<file path="config.mk">
export PLATFORM = sky130hd
export DESIGN_NAME = irq_daisy_ctrl
export DESIGN_NICKNAME = d
export VERILOG_FILES = /design/src/rtl/irq_daisy_pkg.sv /design/src/rtl/irq_ser_src.sv /design/src/rtl/irq_dma_src.sv /design/src/rtl/irq_prio_chain.sv /design/src/rtl/irq_ack_fsm.sv /design/src/rtl/irq_daisy_ctrl.sv
export SDC_FILE = /design/constraint.sdc
export NUM_CORES = 1
export LEC_CHECK = 0
export ABC_AREA = 1
export BUFFER_PORTS_ARGS = -buffer_cell sky130_fd_sc_hd__buf_4
export CAP_MARGIN = 20
export CORE_MARGIN = 10
export CORE_UTILIZATION = 49
export CTS_CLUSTER_SIZE = 20
export DETAILED_ROUTE_END_ITERATION = 16
export MAX_ROUTING_LAYER = met4
export PLACE_DENSITY = 0.78
export SYNTH_ARGS = -nofsm -noshare
export SYNTH_HDL_FRONTEND = slang
export SYNTH_SLANG_ARGS = --single-unit
</file>
<file path="constraint.sdc">
create_clock -name clk -period 1.8 [get_ports clk]
set_input_delay 0.36 -clock clk [delete_from_list [all_inputs] [get_ports clk]]
set_output_delay 0.36 -clock clk [all_outputs]
set_load 0.02 [all_outputs]
</file>
<file path="src/rtl/irq_daisy_pkg.sv">
package irq_daisy_pkg;

    localparam int SER_CH   = 2;
    localparam int SER_KIND = 3;
    localparam int N_SER    = SER_CH * SER_KIND;
    localparam int DMA_CH   = 4;
    localparam int N_SRC    = N_SER + DMA_CH;
    localparam int CODE_W   = 3;

    typedef enum logic [1:0] {
        ACK_STATUS     = 2'b00,
        ACK_SINGLE     = 2'b01,
        ACK_DOUBLE     = 2'b10,
        ACK_STATUS_ALT = 2'b11
    } ack_mode_e;

    typedef enum logic [1:0] {
        S_IDLE,
        S_HOLD,
        S_ARMED,
        S_DRAIN
    } ack_state_e;

    // Serial source code: bit 2 marks channel A, low bits give the type.
    function automatic logic [CODE_W-1:0] ser_code(input int ch, input int kind, input logic spec);
        logic chan_a;
        chan_a = (ch == 0);
        case (kind)
            0:       return {chan_a, 1'b1, spec};
            1:       return {chan_a, 2'b00};
            default: return {chan_a, 2'b01};
        endcase
    endfunction

endpackage

</file>
<file path="src/rtl/irq_ser_src.sv">
module irq_ser_src
    import irq_daisy_pkg::*;
(
    input  logic              clk,
    input  logic              rst_n,
    input  logic [N_SER-1:0]  ev,
    input  logic [SER_CH-1:0] spec_ev,
    input  logic [N_SER-1:0]  ie,
    input  logic              mie,
    input  logic [N_SER-1:0]  clr_pend,
    input  logic [N_SER-1:0]  set_ius,
    input  logic [N_SER-1:0]  clr_ius,
    output logic [N_SER-1:0]  pend,
    output logic [N_SER-1:0]  ius,
    output logic [N_SER-1:0]  req,
    output logic [SER_CH-1:0] spec_q
);

    for (genvar i = 0; i < N_SER; i++) begin : g_src
        always_ff @(posedge clk or negedge rst_n) begin
            if (!rst_n) begin
                pend[i] <= 1'b0;
            end else if (ev[i] && ie[i]) begin
                pend[i] <= 1'b1;
            end else if (clr_pend[i]) begin
                pend[i] <= 1'b0;
            end
        end

        always_ff @(posedge clk or negedge rst_n) begin
            if (!rst_n) begin
                ius[i] <= 1'b0;
            end else if (set_ius[i]) begin
                ius[i] <= 1'b1;
            end else if (clr_ius[i]) begin
                ius[i] <= 1'b0;
            end
        end

        assert_ser_gate_R2: assert property (@(posedge clk) disable iff (!rst_n)
            $rose(pend[i]) |-> $past(ie[i]));

        assert_ser_ius_hold_R7: assert property (@(posedge clk) disable iff (!rst_n)
            ($past(ius[i]) && !$past(clr_ius[i])) |-> ius[i]);
    end

    for (genvar c = 0; c < SER_CH; c++) begin : g_spec
        localparam int RX = c * SER_KIND;
        always_ff @(posedge clk or negedge rst_n) begin
            if (!rst_n) begin
                spec_q[c] <= 1'b0;
            end else if (ev[RX] && ie[RX]) begin
                spec_q[c] <= spec_ev[c];
            end else if (clr_pend[RX]) begin
                spec_q[c] <= 1'b0;
            end
        end
    end

    assign req = pend & ie & {N_SER{mie}};

endmodule

</file>
<file path="src/rtl/irq_dma_src.sv">
module irq_dma_src
    import irq_daisy_pkg::*;
(
    input  logic              clk,
    input  logic              rst_n,
    input  logic [DMA_CH-1:0] tc,
    input  logic [DMA_CH-1:0] ab,
    input  logic [DMA_CH-1:0] tc_ie,
    input  logic [DMA_CH-1:0] ab_ie,
    input  logic              mie,
    input  logic [DMA_CH-1:0] clr_pend,
    input  logic [DMA_CH-1:0] set_ius,
    input  logic [DMA_CH-1:0] clr_ius,
    output logic [DMA_CH-1:0] ius,
    output logic [DMA_CH-1:0] req
);

    logic [DMA_CH-1:0] pend;
    logic [DMA_CH-1:0] tc_seen;
    logic [DMA_CH-1:0] ab_seen;

    for (genvar c = 0; c < DMA_CH; c++) begin : g_ch
        always_ff @(posedge clk or negedge rst_n) begin
            if (!rst_n) begin
                pend[c]    <= 1'b0;
                tc_seen[c] <= 1'b0;
                ab_seen[c] <= 1'b0;
            end else if (tc[c] || ab[c]) begin
                pend[c]    <= 1'b1;
                tc_seen[c] <= tc_seen[c] | tc[c];
                ab_seen[c] <= ab_seen[c] | ab[c];
            end else if (clr_pend[c]) begin
                pend[c]    <= 1'b0;
                tc_seen[c] <= 1'b0;
                ab_seen[c] <= 1'b0;
            end
        end

        always_ff @(posedge clk or negedge rst_n) begin
            if (!rst_n) begin
                ius[c] <= 1'b0;
            end else if (set_ius[c]) begin
                ius[c] <= 1'b1;
            end else if (clr_ius[c]) begin
                ius[c] <= 1'b0;
            end
        end

        assert_dma_set_R3: assert property (@(posedge clk) disable iff (!rst_n)
            $rose(pend[c]) |-> $past(tc[c] || ab[c]));

        assert_dma_ius_hold_R7: assert property (@(posedge clk) disable iff (!rst_n)
            ($past(ius[c]) && !$past(clr_ius[c])) |-> ius[c]);
    end

    assign req = pend & ((tc_seen & tc_ie) | (ab_seen & ab_ie)) & {DMA_CH{mie}};

endmodule

</file>
<file path="src/rtl/irq_prio_chain.sv">
module irq_prio_chain
    import irq_daisy_pkg::*;
(
    input  logic [N_SRC-1:0] req,
    input  logic [N_SRC-1:0] ius,
    output logic [N_SRC-1:0] win_oh,
    output logic [N_SRC-1:0] ius_top_oh,
    output logic             any_ok,
    output logic             any_req,
    output logic             any_ius
);

    logic [N_SRC-1:0] blk;
    logic [N_SRC-1:0] ok;
    logic [N_SRC-1:0] ok_above;
    logic [N_SRC-1:0] ius_above;

    for (genvar i = 0; i < N_SRC; i++) begin : g_lane
        if (i == 0) begin : g_head
            assign blk[i]       = ius[i];
            assign ok_above[i]  = 1'b0;
            assign ius_above[i] = 1'b0;
        end else begin : g_tail
            assign blk[i]       = blk[i-1] | ius[i];
            assign ok_above[i]  = ok_above[i-1] | ok[i-1];
            assign ius_above[i] = ius_above[i-1] | ius[i-1];
        end
        assign ok[i]         = req[i] & ~blk[i];
        assign win_oh[i]     = ok[i] & ~ok_above[i];
        assign ius_top_oh[i] = ius[i] & ~ius_above[i];
    end

    assign any_ok  = |ok;
    assign any_req = |req;
    assign any_ius = |ius;

endmodule

</file>
<file path="src/rtl/irq_ack_fsm.sv">
module irq_ack_fsm
    import irq_daisy_pkg::*;
(
    input  logic       clk,
    input  logic       rst_n,
    input  logic [1:0] mode_i,
    input  logic       intack,
    input  logic       rd_stb,
    output logic       deliver,
    output logic       ack_active
);

    ack_state_e state_q;
    ack_state_e state_d;
    ack_mode_e  mode;
    logic       intack_q;
    logic       rise;

    assign mode = ack_mode_e'(mode_i);
    assign rise = intack & ~intack_q;

    always_ff @(posedge clk or negedge rst_n) begin
        if (!rst_n) begin
            state_q  <= S_IDLE;
            intack_q <= 1'b0;
        end else begin
            state_q  <= state_d;
            intack_q <= intack;
        end
    end

    always_comb begin
        state_d = state_q;
        unique case (state_q)
            S_IDLE: begin
                unique case (mode)
                    ACK_SINGLE:                 if (rise) state_d = S_DRAIN;
                    ACK_DOUBLE:                 if (rise) state_d = S_ARMED;
                    ACK_STATUS, ACK_STATUS_ALT: if (intack) state_d = S_HOLD;
                endcase
            end
            S_HOLD: begin
                if (rd_stb && intack) state_d = S_DRAIN;
                else if (!intack)     state_d = S_IDLE;
            end
            S_ARMED: if (rise)    state_d = S_DRAIN;
            S_DRAIN: if (!intack) state_d = S_IDLE;
        endcase
    end

    always_comb begin
        deliver = 1'b0;
        unique case (state_q)
            S_IDLE:  deliver = (mode == ACK_SINGLE) && rise;
            S_HOLD:  deliver = rd_stb && intack;
            S_ARMED: deliver = rise;
            S_DRAIN: deliver = 1'b0;
        endcase
        ack_active = intack || (state_q != S_IDLE);
    end

    assert_one_delivery_R10: assert property (@(posedge clk) disable iff (!rst_n)
        deliver |=> !deliver);

endmodule

</file>
<file path="src/rtl/irq_daisy_ctrl.sv">
module irq_daisy_ctrl
    import irq_daisy_pkg::*;
#(
    parameter int VEC_W    = 8,
    parameter int CODE_LSB = 1
) (
    input  logic             clk,
    input  logic             rst_n,
    input  logic [5:0]       ser_ev,
    input  logic [1:0]       ser_spec,
    input  logic [5:0]       ser_ie,
    input  logic             ser_mie,
    input  logic [5:0]       ser_clr_pend,
    input  logic [3:0]       dma_tc,
    input  logic [3:0]       dma_abort,
    input  logic [3:0]       dma_tc_ie,
    input  logic [3:0]       dma_abort_ie,
    input  logic             dma_mie,
    input  logic [3:0]       dma_clr_pend,
    input  logic [VEC_W-1:0] ser_vec,
    input  logic [VEC_W-1:0] dma_vec,
    input  logic             ser_vis,
    input  logic             dma_vis,
    input  logic [1:0]       ack_mode,
    input  logic             intack,
    input  logic             rd_stb,
    input  logic             clr_ius,
    input  logic             iei,
    output logic             irq,
    output logic             ieo,
    output logic [VEC_W-1:0] vec_o,
    output logic             vec_vld
);

    localparam logic [VEC_W-1:0] CODE_MASK = VEC_W'({CODE_W{1'b1}}) << CODE_LSB;

    logic [N_SRC-1:0]  req;
    logic [N_SRC-1:0]  ius;
    logic [N_SRC-1:0]  win_oh;
    logic [N_SRC-1:0]  ius_top_oh;
    logic [N_SRC-1:0]  set_ius;
    logic [N_SRC-1:0]  drop_ius;
    logic [N_SER-1:0]  ser_pend;
    logic [SER_CH-1:0] spec_q;
    logic              any_ok;
    logic              any_req;
    logic              any_ius;
    logic              deliver;
    logic              ack_active;
    logic              grant;
    logic [CODE_W-1:0] code;
    logic [VEC_W-1:0]  base;
    logic              vis;
    logic [VEC_W-1:0]  vec_d;

    assign grant    = deliver && iei && any_ok;
    assign set_ius  = grant ? win_oh : '0;
    assign drop_ius = clr_ius ? ius_top_oh : '0;

    irq_ser_src u_ser (
        .clk      (clk),
        .rst_n    (rst_n),
        .ev       (ser_ev),
        .spec_ev  (ser_spec),
        .ie       (ser_ie),
        .mie      (ser_mie),
        .clr_pend (ser_clr_pend),
        .set_ius  (set_ius[N_SER-1:0]),
        .clr_ius  (drop_ius[N_SER-1:0]),
        .pend     (ser_pend),
        .ius      (ius[N_SER-1:0]),
        .req      (req[N_SER-1:0]),
        .spec_q   (spec_q)
    );

    irq_dma_src u_dma (
        .clk      (clk),
        .rst_n    (rst_n),
        .tc       (dma_tc),
        .ab       (dma_abort),
        .tc_ie    (dma_tc_ie),
        .ab_ie    (dma_abort_ie),
        .mie      (dma_mie),
        .clr_pend (dma_clr_pend),
        .set_ius  (set_ius[N_SRC-1:N_SER]),
        .clr_ius  (drop_ius[N_SRC-1:N_SER]),
        .ius      (ius[N_SRC-1:N_SER]),
        .req      (req[N_SRC-1:N_SER])
    );

    irq_prio_chain u_prio (
        .req        (req),
        .ius        (ius),
        .win_oh     (win_oh),
        .ius_top_oh (ius_top_oh),
        .any_ok     (any_ok),
        .any_req    (any_req),
        .any_ius    (any_ius)
    );

    irq_ack_fsm u_fsm (
        .clk        (clk),
        .rst_n      (rst_n),
        .mode_i     (ack_mode),
        .intack     (intack),
        .rd_stb     (rd_stb),
        .deliver    (deliver),
        .ack_active (ack_active)
    );

    always_comb begin
        code = '0;
        base = dma_vec;
        vis  = dma_vis;
        for (int i = 0; i < N_SER; i++) begin
            if (win_oh[i]) begin
                code = ser_code(i / SER_KIND, i % SER_KIND, spec_q[i / SER_KIND]);
                base = ser_vec;
                vis  = ser_vis;
            end
        end
        for (int c = 0; c < DMA_CH; c++) begin
            if (win_oh[N_SER + c]) begin
                code = CODE_W'(c);
            end
        end
        vec_d = vis ? ((base & ~CODE_MASK) | (VEC_W'(code) << CODE_LSB)) : base;
    end

    always_ff @(posedge clk or negedge rst_n) begin
        if (!rst_n) begin
            vec_o   <= '0;
            vec_vld <= 1'b0;
        end else begin
            vec_vld <= grant;
            if (grant) vec_o <= vec_d;
        end
    end

    assign irq = iei && any_ok;
    assign ieo = iei && !any_ius && !(ack_active && any_req);

    assert_vec_needs_iei_R11: assert property (@(posedge clk) disable iff (!rst_n)
        vec_vld |-> $past(iei));

    assert_vec_marks_ius_R7: assert property (@(posedge clk) disable iff (!rst_n)
        vec_vld |-> (|ius));

    assert_vec_single_R9: assert property (@(posedge clk) disable iff (!rst_n)
        vec_vld |=> !vec_vld);

    assert_pend_kept_R12: assert property (@(posedge clk) disable iff (!rst_n)
        (ser_ev[0] && ser_ie[0]) |=> ser_pend[0]);

endmodule

</file>
==> results of run 1 <==
## layout make-up
class,count,area share [%]
Tap cell,52,1.78
Timing Repair Buffer,121,26.8
Sequential cell,42,28.8
Clock inverter,1,0.823
Inverter,36,3.91
Clock buffer,7,2.09
Multi-Input combinational cell,227,35.7
## flip-flops by register name, indices dropped and copies added (netlist names)
signal	cells
u_ser.ius	6
u_ser.pend	6
u_dma.ius	4
u_dma.ab_seen	4
u_ser.spec_q	2
u_fsm.state_q	2
u_fsm.intack_q	1
u_dma.tc_seen	4
u_dma.pend	4
vec_o	8
vec_vld	1
## layer usage
layer	vias up	wire length, um	GRT usage [%]
li1	1245	-	-
met1	1236	2910	19.5
met2	107	3910	29.6
met3	29	535	4.04
met4	0	208	6.02
met5	-	0	-
## worst reg2reg max path: stages, from the launching register on
cell and delay [ns]:
dfrtp_1 0.42, nor2_4 0.20, nand2_4 0.12, nor2_4 0.15, nand2_2 0.10, nand3_4 0.11
nor2_4 0.05, buf_6 0.11, buf_6 0.11, buf_12 0.13, nand4_1 0.12, nand2_1 0.10
inv_1 0.06, nand2_1 0.06, nand2_1 0.06, nand2_1 0.05
## path summary, 6_finish.rpt
| check | start | end | slack (ns) | cells after the start |
|---|---|---|---|---|
| max reg2reg | u_ser.ius[1] | vec_o[2] | -0.23 | 15 |
| min in group clk | intack | u_fsm.intack_q | 0.20 | 1 |
| min | rst_n | u_fsm.state_q[1] | 0.04 | 1 |
| min reg2reg | vec_o[0] | vec_o[0] | 0.50 | 2 |
| max in group asynchronous | rst_n | u_ser.ius[0] | 1.36 | 1 |
| max | u_ser.ius[1] | irq | -0.33 | 10 |
## cell families after synthesis
| group | synth area share, % |
|---|---|
| buf+inv | 7.19 |
| fa+ha+maj | 1.08 |
| simple gates | 37.9 |
| flops | 45.4 |
| compound gates | 8.48 |
## stage by stage
step                      total power, mW  TNS, ns
after detailed placement             2.30   -0.174
after global placement               2.27  -0.0722
after global routing                 3.47    -4.08
after CTS                            3.09   -0.796
final                                3.28    -2.17
after floorplan                      1.79        0
## placed cells by master (no fill, tap or decap), drive strengths merged, types with 2 or more instances in the layout
| cell | count |
|---|---|
| buf | 121 |
| nor3b | 3 |
| nor3 | 8 |
| nand2 | 104 |
| nor2 | 46 |
| a21oi | 9 |
| nand3 | 16 |
| dfrtp | 42 |
| clkbuf | 7 |
| o22ai | 4 |
| nand4 | 10 |
| inv | 36 |
| o21ai | 19 |
| ha | 2 |
## power groups by stage
stage	clock network, mW	logic, mW	registers (mW)
6_report	0.726	1.37	1.19
5_1_grt	0.789	1.48	1.20
4_1_cts	0.736	1.18	1.18
3_5_place_dp	0	1.11	1.20
3_3_place_gp	0	1.08	1.19
2_1_floorplan	0	0.508	1.29
## repair_timing
action | in CTS | in global routing
hold buffers | 0 | 0
pin swaps | 12 | 26
setup buffers | 5 | 14
resized for setup | 15 | 55
setup endpoints to repair | 4 | 21
==> results.yml, run 1 <==
run_status:
  status: "finished, violations left"
  failed_checks: "negative setup slack"
setup_path:
  worstSetupPathType: "reg2out"
  cp_cell_sequence: "nor2_4, nand2_4, nor2_4, nand3_2, nand2_1, inv_1, nand4_4, nand2_1, inv_1, buf_6"
  crit_family: "simple AND/OR/NAND/NOR gates"
  critPathRequiredTime_ns: 1.44
  path_max_fanout: 5
  startpoint_type: "flop"
  max_stage_delay_ns: 0.42
  critical_path_buf_inv_count: 3
  worst_ep_arrival_time_ns: 1.77
  timing.critical_path.to_type: "output pin"
  cpMaxStageDelayCell: "dfrtp_1"
clocking:
  cts_sinks: 42
  clk_latency_ns: 0.29
  cts_buffer_depth: 2
  cts_inserted_buffers: 5
  cts.reportedPaths.clkPinSlew_ns: 0.08
  cts_max_level: 2
  cts_tree: "done"
  cts-root-buf: "clkbuf_8"
power:
  p_per_area_nw_per_um2: 899
  vdd.ir_drop.worst_uv: 645
  internal_power_mw: 2.14
  switching_share_pct: 34.8
  pwr-share-comb_pct: 41.6
  switchingPower_mw: 1.14
  seqPwrFrac_pct: 36.2
  clkPwrFrac_pct: 22.1
  leakagePower_nw: 1.91
floorplan:
  die_y_um: 88.8
  rows: 24
  design.die.area_um2: 7880
  start_util_pct: 51.8
  design.core.area_um2: 4470
  die_w_um: 88.8
  io_pins: 79
detailed_routing:
  num_vias: 2617
  viasPerCell: 5.38
  drt_pass1_iterations: 4
  drc_errors: 0
  wl_per_cell_um: 15.6
  drtIter0Drc: 145
  detail-route-antenna-nets: 0
  wl_um: 7560
global_route:
  grtUsageTotal_pct: 17.4
  overflow: 0
  grt_pass1_vias: 2559
  grt_start_max_net_pins: 43
  grt_pass1_wl_um: 10800
  antenna_found_initial: 0
final_layout:
  area_delta_synth_final_pct: 57.5
  fin_area_um2: 3650
  fin_cells: 486
  final_nets: 503
  drive_gt1_share_pct: 41.9
  antenna_cells: 0
  fill_cells: 294
  multi_input_area_um2: 1300
  final_util_pct: 81.5
  register_area_um2: 1050
synth:
  yosysTopAreaCellShare_pct: 45.4
  synth_most_common_cell: "nand2_1"
  netlist_area_um2: 2320
  synth_fp_nets: 377
  async_reset_ff_share_pct: 100
  synthCells: 307
  synth_edf_count: 0
  yosysWarnings: 0
  synth_area_leaders: "dfrtp_1 (45%), nand2_1 (16%), nor2_1 (6.3%)"
  syn_area_per_cell_um2: 7.54
  synth-seq-area-share_pct: 45.4
  synth_cell_types: 29
  ys_ff_latch: 42
  synth_flop_cell: "dfrtp_1"
  ys_top_cells_by_count: "nand2_1 (98), dfrtp_1 (42), nor2_1 (39)"
  yosys.area.top_type: "dfrtp_1"
sta:
  min_period_ns: 2.13
  postLayoutSetupSlackWorst_ns: -0.331
  fin_crit_sh_pct: 118
  drv_slew: 0
  rsz0062_at_grt: "yes"
  fmax_mhz: 469
  worstMarginPinSlew_ns: 0.531
  finalSetupViolCount: 20
  hold_ws_ns: 0.0381
  hold_viol_final: 0
  max_slew_margin_pct: 64.6
  skew_ns: 0.00551
job:
  drv_cap: 0
placed_design:
  detailed_place_hpwl_um: 5120
  dp.cells: 459
  numPortBuffers: 78
  gp_congestion: 0.906
  placed_cell_area_um2: 3150
  dp_worst_setup_slack_ns: -0.0967
min_path:
  min_path_type: "in2async"
No activity file was read; power rests on OpenSTA's default activity.
==> run 2: changes to the inputs <==
- PLACE_DENSITY: 0.78 -> 0.82
- REMOVE_ABC_BUFFERS: not set -> 1
==> results.yml, run 2 (synthesis gave the netlist of run 1 again) <==
setup_path:
  path_max_fanout: 5
  cp-startpoint: "u_ser.ius[0]"
  timing.critical_path.to_type: "output pin"
  worstSetupPathType: "reg2out"
  startpoint_type: "flop"
  critPathRequiredTime_ns: 1.44
  worst_ep_arrival_time_ns: 1.84
  timing.rr.start: "u_ser.ius[0]"
final_layout:
  largest_register_ffs: 8
  top_register: "vec_o"
  final_nets: 499
  final_cell_mix: "buf_4 (110), nand2_1 (95), dfrtp_1 (41)"
  drive_gt1_share_pct: 38.6
  final_common_cell: "buf_4"
  area_delta_synth_final_pct: 50.5
  reg_top3: "vec_o x8, u_ser.ius x6, u_ser.pend x6"
  final_util_pct: 77.9
  antenna_cells: 0
run_status:
  failed_checks: "negative setup slack"
  status: "finished, violations left"
placed_design:
  dp_worst_setup_slack_ns: -0.140
  detailed_place_hpwl_um: 5150
  gp_congestion: 0.911
  numPortBuffers: 78
clocking:
  clk_latency_ns: 0.29
  cts-root-buf: "clkbuf_8"
  cts_max_level: 2
  cts.reportedPaths.clkPinSlew_ns: 0.08
  cts_buffer_depth: 2
  cts_inserted_buffers: 5
  cts_tree: "done"
  cts_sinks: 42
sta:
  drv_slew: 0
  skew_ns: 0.00760
  fmax_mhz: 454
  min_period_ns: 2.20
  fin_crit_sh_pct: 122
  max_slew_margin_pct: 65.1
  worstMarginPinSlew_ns: 0.524
  postLayoutSetupSlackWorst_ns: -0.402
  finalSetupViolCount: 20
  rsz0062_at_grt: "yes"
  hold_viol_final: 0
global_route:
  grtUsageTotal_pct: 17.9
  grt_start_max_net_pins: 43
  grt_pass1_wl_um: 11000
  antenna_found_initial: 0
  overflow: 0
  grt_pass1_vias: 2597
floorplan:
  io_pins: 79
  design.core.area_um2: 4470
  die_y_um: 88.8
  die_w_um: 88.8
  start_util_pct: 51.8
  design.die.area_um2: 7880
  rows: 24
detailed_routing:
  detail-route-antenna-nets: 0
  num_vias: 2542
  drc_errors: 0
  wl_per_cell_um: 14.7
  drt_pass1_iterations: 4
  drtIter0Drc: 120
  viasPerCell: 5.27
  wl_um: 7060
min_path:
  min_path_type: "in2async"
job:
  drv_cap: 0
power:
  leakagePower_nw: 1.87
  p_per_area_nw_per_um2: 884
  fin_total_pwr_mw: 3.08
  vdd.ir_drop.worst_uv: 636
[run 2: what timing repair did]
item | in CTS | in global routing
resized for setup | 25 | 14
hold buffers | 0 | 0
setup endpoints to repair | 11 | 20
pin swaps | 22 | 10
setup buffers | 11 | 8
[run 2: worst paths after layout]
kind | cells after the start | endpoint | slack, ns
worst max-delay path | 10 | irq | -0.40
worst min-delay path | 1 | u_dma.pend[2] | 0.03
worst max register to register | 15 | vec_o[1] | -0.23
worst min register to register | 2 | vec_o[3] | 0.49
max in group asynchronous | 1 | u_ser.ius[0] | 1.38
min in group clk | 1 | u_fsm.intack_q | 0.21
[run 2: stage by stage]
stage          area, um2  std cells  setup TNS [ns]  hold slack (ns)
2_1_floorplan       2280        305         -0.0143           0.0644
3_3_place_gp        3130        457          -0.206            0.370
3_5_place_dp        3130        457          -0.561            0.375
4_1_cts             3390        476          -0.717           0.0478
5_1_grt             3490        482           -4.25           0.0604
6_report            3490        482           -2.72           0.0322
[run 2: worst max-delay path, stage by stage (launching register included)]
cell and delay (ns):
dfrtp_2 0.45, nor2_4 0.18, nand2_4 0.11, nor2_4 0.20, nand3_2 0.12, nand2_1 0.11
inv_2 0.06, nand4_4 0.10, nand2_2 0.05, inv_2 0.05, buf_6 0.11
[run 2: area by class of cell]
type	count	area (um2)
Clock inverter	2	12.5
Timing Repair Buffer	117	931
Fill cell	314	988
Multi-Input combinational cell	227	1200
Inverter	36	144
Sequential cell	42	1050
Tap cell	52	65.1
Clock buffer	6	82.6
[run 2: layer usage]
layer  vias to the layer above  GRT usage [%]  routed length [um]
li1                       1234              -                   -
met1                      1224           19.2                2810
met2                        79           32.4                3900
met3                         5           4.14                 316
met4                         0           4.55                  36
met5                         -              -                   0
[run 2: power by group]
part / leakage, nW / internal, mW / total (mW) / switching [mW]
clock: 0.0472 / 0.308 / 0.627 / 0.318
combinational: 1.31 / 0.590 / 1.28 / 0.685
sequential: 0.508 / 1.09 / 1.18 / 0.0915
total: 1.87 / 1.99 / 3.08 / 1.10
